==> src/rtl/ecs_timer.sv <==
module ecs_timer #(
  parameter int DIV_W = 3,
  parameter int DEV_W = 7
) (
  input  logic             clk,
  input  logic             rst_n,
  input  logic             en,
  input  logic [DIV_W-1:0] div_sel,
  input  logic [DEV_W-1:0] dev_sel,
  input  logic             start,
  output logic             busy,
  output logic             done
);
  localparam int CW = DEV_W + 1;

  logic [DIV_W-1:0] div_q;
  logic [DEV_W-1:0] dev_q;
  logic [DIV_W-1:0] pre;
  logic [CW-1:0]    rem;
  logic [CW-1:0]    step;
  logic [CW-1:0]    top_in;
  logic [CW-1:0]    stretch;
  logic             accept;
  logic             tick;

  assign top_in  = CW'(dev_sel) + CW'(1);
  assign stretch = (step > top_in) ? '0 : step;
  assign accept  = en && start && !busy;
  assign tick    = (pre == div_q);

  always_ff @(posedge clk or negedge rst_n) begin
    if (!rst_n) begin
      busy  <= 1'b0;
      done  <= 1'b0;
      div_q <= '0;
      dev_q <= '0;
      pre   <= '0;
      rem   <= '0;
      step  <= '0;
    end else if (!en) begin
      busy <= 1'b0;
      done <= 1'b0;
      pre  <= '0;
      rem  <= '0;
      step <= '0;
    end else begin
      done <= 1'b0;
      if (accept) begin
        busy  <= 1'b1;
        div_q <= div_sel;
        dev_q <= dev_sel;
        pre   <= '0;
        rem   <= stretch;
        step  <= (stretch == top_in) ? '0 : stretch + CW'(1);
      end else if (busy) begin
        if (rem == '0) begin
          busy <= 1'b0;
          done <= 1'b1;
        end else if (tick) begin
          pre <= '0;
          rem <= rem - CW'(1);
        end else begin
          pre <= pre + DIV_W'(1);
        end
      end
    end
  end
endmodule

==> config.mk <==
export PLATFORM = sky130hd
export DESIGN_NAME = ecs_timer
export DESIGN_NICKNAME = d
export VERILOG_FILES = /design/src/rtl/ecs_timer.sv
export SDC_FILE = /design/constraint.sdc
export NUM_CORES = 1
export LEC_CHECK = 0
export BUFFER_PORTS_ARGS = -buffer_cell sky130_fd_sc_hd__buf_4
export CAP_MARGIN = 20
export CORE_ASPECT_RATIO = 0.7
export CORE_MARGIN = 2
export CORE_UTILIZATION = 60
export DETAILED_ROUTE_END_ITERATION = 8
export PLACE_DENSITY = 0.89
export SYNTH_ARGS = -nofsm -noshare
export SYNTH_HDL_FRONTEND = slang
export SYNTH_SLANG_ARGS = --single-unit
export TNS_END_PERCENT = 5
==> constraint.sdc <==
create_clock -name clk -period 2.9 [get_ports clk]
set_input_delay 0 -clock clk [delete_from_list [all_inputs] [get_ports clk]]
set_output_delay 0 -clock clk [all_outputs]
set_load 0.005 [all_outputs]
**After elaboration in Yosys (flattened, before gate mapping)**

Cells that the tools add are included.

- Add/subtract/negate cells: 4
- Magnitude comparators: 1
- Eq/ne operators: 6
- Muxes and demuxes: 22
- Reduce and logical (&&, ||, !) cells: 7

Operators with widths:

| kind | count |
|---|---|
| $mux W8 | 9 |
| $mux W3 | 5 |
| $add A7 B1 Y8 const B | 1 |
| $add A8 B1 Y8 const B | 1 |
| $eq A8 B8 Y1 | 1 |
| $gt A8 B8 Y1 | 1 |
| $logic_not A8 Y1 | 1 |
| $mux W1 | 8 |
| $sub A8 B1 Y8 const B | 1 |
| $ne A3 B1 Y1 const B | 2 |
| $reduce_and A2 Y1 | 2 |
| $add A3 B1 Y3 const B | 1 |
| $eq A3 B3 Y1 | 1 |
| $ne A3 B3 Y1 const B | 1 |
| $reduce_and A3 Y1 | 1 |
| $logic_and A1 B1 Y1 | 2 |
| $ne A2 B1 Y1 const B | 1 |
| $logic_not A1 Y1 | 1 |

- Register bits after elaboration: 24
- Bits of input ports: 14

**Longest topological paths before layout**

- Depth in word-level cells: 7
- Gate-level depth with buffers: 16
- Depth with buffers taken out: 16

**Worst setup path after synthesis**

OpenSTA, ideal clock, no wires.

- Path kind: input to register
- Start: input dev_sel[0]
- End: register step[6]
- Arrival time: 2879 ps
- Slack: -116 ps
- Stages: 15
- Buffers on the path: 0
- Cells stage by stage: ha_1 inv_1 or3_4 and2_2 ha_1 nand4_1 o22ai_2 nand2_1 nor2_1 ha_1 nand3_1 or2_2 and3_1 a22oi_1 o311ai_1

- Longest elaborated chain between the ends: 7

RTL lines:

| item | line | text |
|---|---|---|
| start: declaration | 9 | `input logic [DEV_W-1:0] dev_sel,` |
| $add A7 B1 Y8 * | 26 | `assign top_in = CW'(dev_sel) + CW'(1);` |
| $gt A8 B8 Y1 | 27 | `assign stretch = (step > top_in) ? '0 : step;` |
| $mux W8 | 27 |  |
| $add A8 B1 Y8 / $eq A8 B8 Y1 (equally long branches) | 54 | `step <= (stretch == top_in) ? '0 : stretch + CW'(1);` |
| $mux W8 * | 54 |  |
| $mux W8 * | 48 | `if (accept) begin` |
| $mux W8 * | 40 | `end else if (!en) begin` |
| end signal: assignment | 54 |  |
| end: declaration | 20 | `logic [CW-1:0] step;` |

Mark *: on every way between the ends. The rest lies on a longest branch, timed or not. The select of a mux whose other input is x is not followed.
A chain may end at the register's enable or synchronous reset.

**Worst setup path after layout**

Ends and elaborated chain as after synthesis.

==> results_dict.tcl <==
set metrics [dict create \
    run_status "complete, no violations" \
    synthTopCellsByCount "nand2_1, dfrtp_1, o21ai_0, ha_1, nor2_1" \
    crit_path_start_kind "input port" \
    drv_slew 0 \
    cp_common_cell "ha_4" \
    dp_worst_setup_slack_ns -0.0814 \
    path_clk_slew_ns 0.08 \
    die_y_um 52.4 \
    fin_util 0.766 \
    final_layout_size_suffix_gt1_frac 0.237 \
    synth_edf_count 0 \
    fmax_mhz 370 \
    ff2ff_setup_slack_ns 0.24 \
    synth_fp_nets 266 \
    required_ns 3.04 \
    route.detailed.wl_per_inst_um 18.4 \
    core_sq_um 3170 \
    grt_pass1_wl_um 9290 \
    cts_sinks 24 \
    regToRegStartpoint "step[5]$_DFFE_PN0P_" \
    synthCells 239 \
    hold_start "en" \
    synth_ff_type "dfrtp_1" \
    antenna_left 0 \
    dieArea_sq_um 3830 \
    portBuffers 15 \
    num_antenna_cells 0 \
    rows 17 \
    cp.buffers_inverters 2 \
    worstRegToRegCells 12 \
    crit_path_max_incr_delay_ns 0.35 \
    worst_pin_slew_ns 0.567 \
    critical_path.slowest_cell "or3_4" \
    layout.nets 302 \
    clockRootBuffer "clkbuf_8" \
    maxCapViolCount 0 \
    cts_htree_levels 1 \
    hp-class "in -> reg" \
    cts_buffers 3 \
    drt_iter0_markers 259 \
    hold_end "busy$_DFF_PN0_" \
    drt-vias-per-instance 6.66 \
    grt_use_total 0.326 \
    yosysMostFrequentCell "nand2_1" \
    end_kind "flip-flop" \
    remaining_drc_errors 0 \
    syn2layout_area_growth_pct 21.0 \
    synth-seq-cells 24 \
    dpl.hpwl_um 4160 \
    hold_viol 0 \
    synth_top_area_cell "dfrtp_1" \
    regArea_sq_um 601 \
    start_util 0.633 \
    setup_ws_ns 0.196 \
    vias 2079 \
    async_reset_ff_frac 1.00 \
    nFillCells 213 \
    grt_overflow 0 \
    power.leakage_uw 0.00110 \
    design_area_sq_um 2430 \
    grt_max_degree 25 \
    finalClockSkew_ns 0.00606 \
    place_congestion 0.971 \
    crit_family "simple AND/OR/NAND/NOR gates" \
    r2r_end "step[6]$_DFFE_PN0P_" \
    setup_viol 0 \
    yosysSeqAreaShare 0.299 \
    cp.arrival_ns 2.85 \
    dpl-instance-area_sq_um 2300 \
    powerDensity_nw_per_um2 524 \
    ir_drop_uv 587 \
    timing.critical_path.from "dev_sel[0]" \
    whs_ns 0.00859 \
    multiInputGateArea_sq_um 1370 \
    grt_pass1_vias 1892 \
    path_cells "buf_4 -> ha_4 -> inv_1 -> or3_4 -> and2_2 -> ha_1 -> a211oi_2 -> nor2_1 -> o22ai_2 -> nand2_2 -> nor2_4 -> ha_4 -> nand3_1 -> or2_2 -> and3_1 -> a22oi_1 -> o311ai_1" \
    synth_area_leaders "dfrtp_1, ha_1, nand2_1" \
    syn-cell-area_sq_um 2010 \
    ys_warn_count 0 \
    relSlewSlack 0.621 \
    ioPinCount 16 \
    hold_depth 3 \
    fin_crit_sh 0.933 \
    synth_area_per_cell_sq_um 8.39 \
    dr.pass1.iters 5 \
    rsz0062_at_grt "false" \
    cts_tree "done" \
    die_w_um 73.1 \
    cp_max_fo 4 \
    antenna_found_initial 0 \
    worstSkewPairLatency_ns 0.27 \
    cts_max_path_buffers 2 \
    period_needed_ns 2.70 \
    crit_type "in -> reg" \
    synth_top_area_share 0.299 \
    synthDistinctLibCells 50 \
    wl_um 5760 \
]
## report_power, final
group	leakage [uW]	total, uW	internal [uW]	switching (uW)
clock network	0.0000288	228	121	107
logic	0.000751	569	236	333
registers	0.000322	474	403	71.3
total	0.00110	1270	760	511
## stage by stage
step / total power [uW] / setup TNS [ns] / instances
final: 1270 / 0 / 312
after global routing: 1360 / 0 / 312
after CTS: 1240 / 0 / 311
after detailed placement: 1000 / -0.168 / 303
after global placement: 979 / 0 / 303
after floorplan: 845 / 0 / 239
## worst max path at each step
| stage | to | slack [ns] | cells past startpoint |
|---|---|---|---|
| floorplan | step[6]$_DFFE_PN0P_ | 0.0005 | 16 |
| global placement | step[4]$_DFFE_PN0P_ | 0.06 | 14 |
| detailed placement | step[6]$_DFFE_PN0P_ | -0.08 | 17 |
| CTS | step[6]$_DFFE_PN0P_ | 0.19 | 17 |
| global route | step[6]$_DFFE_PN0P_ | 0.02 | 17 |
| finish | step[6]$_DFFE_PN0P_ | 0.20 | 17 |
## sequential cells by signal (all words and copies together) (netlist names)
register	count
rem	8
div_q	3
done	1
pre	3
step	8
busy	1
## repair_timing
action                                  CTS  global route
hold buffers                              4             0
endpoints found under the setup margin    0             1
endpoints found under the hold margin    27             0
setup buffers                             0             1
gates resized for setup                   0             3
## cells in the final DEF (no fill, tap or decap), types with 3 or more instances in the layout
| master | count |
|---|---|
| clkbuf_8 | 4 |
| a22o_1 | 4 |
| and2_1 | 3 |
| o311ai_1 | 4 |
| nor2_1 | 11 |
| o21ai_0 | 15 |
| a22oi_1 | 6 |
| xnor2_1 | 6 |
| ha_1 | 11 |
| or2_2 | 4 |
| and3_1 | 9 |
| or3_1 | 3 |
| buf_4 | 36 |
| xor2_1 | 4 |
| a221o_1 | 3 |
| inv_1 | 11 |
| nor3_1 | 9 |
| a21oi_1 | 7 |
| dlygate4sd3_1 | 4 |
| nand3_1 | 10 |
| nand2_1 | 32 |
| nand4_1 | 6 |
| dfrtp_1 | 24 |
| o31ai_1 | 3 |
| o21ai_1 | 4 |
| o211ai_1 | 4 |
## kinds of logic (layout without fill, tap and decap cells)
kind of cell | after synthesis | after routing | share of synthesized area
compound gates | 64 | 64 | 0.234
mux | 2 | 2 | 0.00998
flops | 24 | 24 | 0.299
buf+inv | 21 | 56 | 0.0418
simple gates | 102 | 102 | 0.266
fa+ha+maj | 13 | 13 | 0.0811
xor+xnor | 13 | 13 | 0.0674
## worst reg2reg max path, stage by stage, from the launching register on
cell	delay, ns
dfrtp_1	0.42
ha_1	0.35
a211oi_2	0.24
nor2_1	0.09
o22ai_2	0.16
nand2_2	0.11
nor2_4	0.16
ha_4	0.15
nand3_1	0.08
or2_2	0.31
and3_1	0.19
a22oi_1	0.15
o311ai_1	0.12
## layer usage
| layer | track usage | wire (um) |
|---|---|---|
| met1 | 0.483 | 2530 |
| met2 | 0.464 | 2400 |
| met3 | 0.100 | 747 |
| met4 | 0.0679 | 76 |
| met5 | 0 | 0 |
## layout make-up
cell class / instances / area share
Clock buffer: 4 / 0.0227
Inverter: 12 / 0.0186
Multi-Input combinational cell: 194 / 0.564
Sequential cell: 24 / 0.247
Tap cell: 38 / 0.0196
Timing Repair Buffer: 40 / 0.128
No activity file was read; power rests on OpenSTA's default activity.
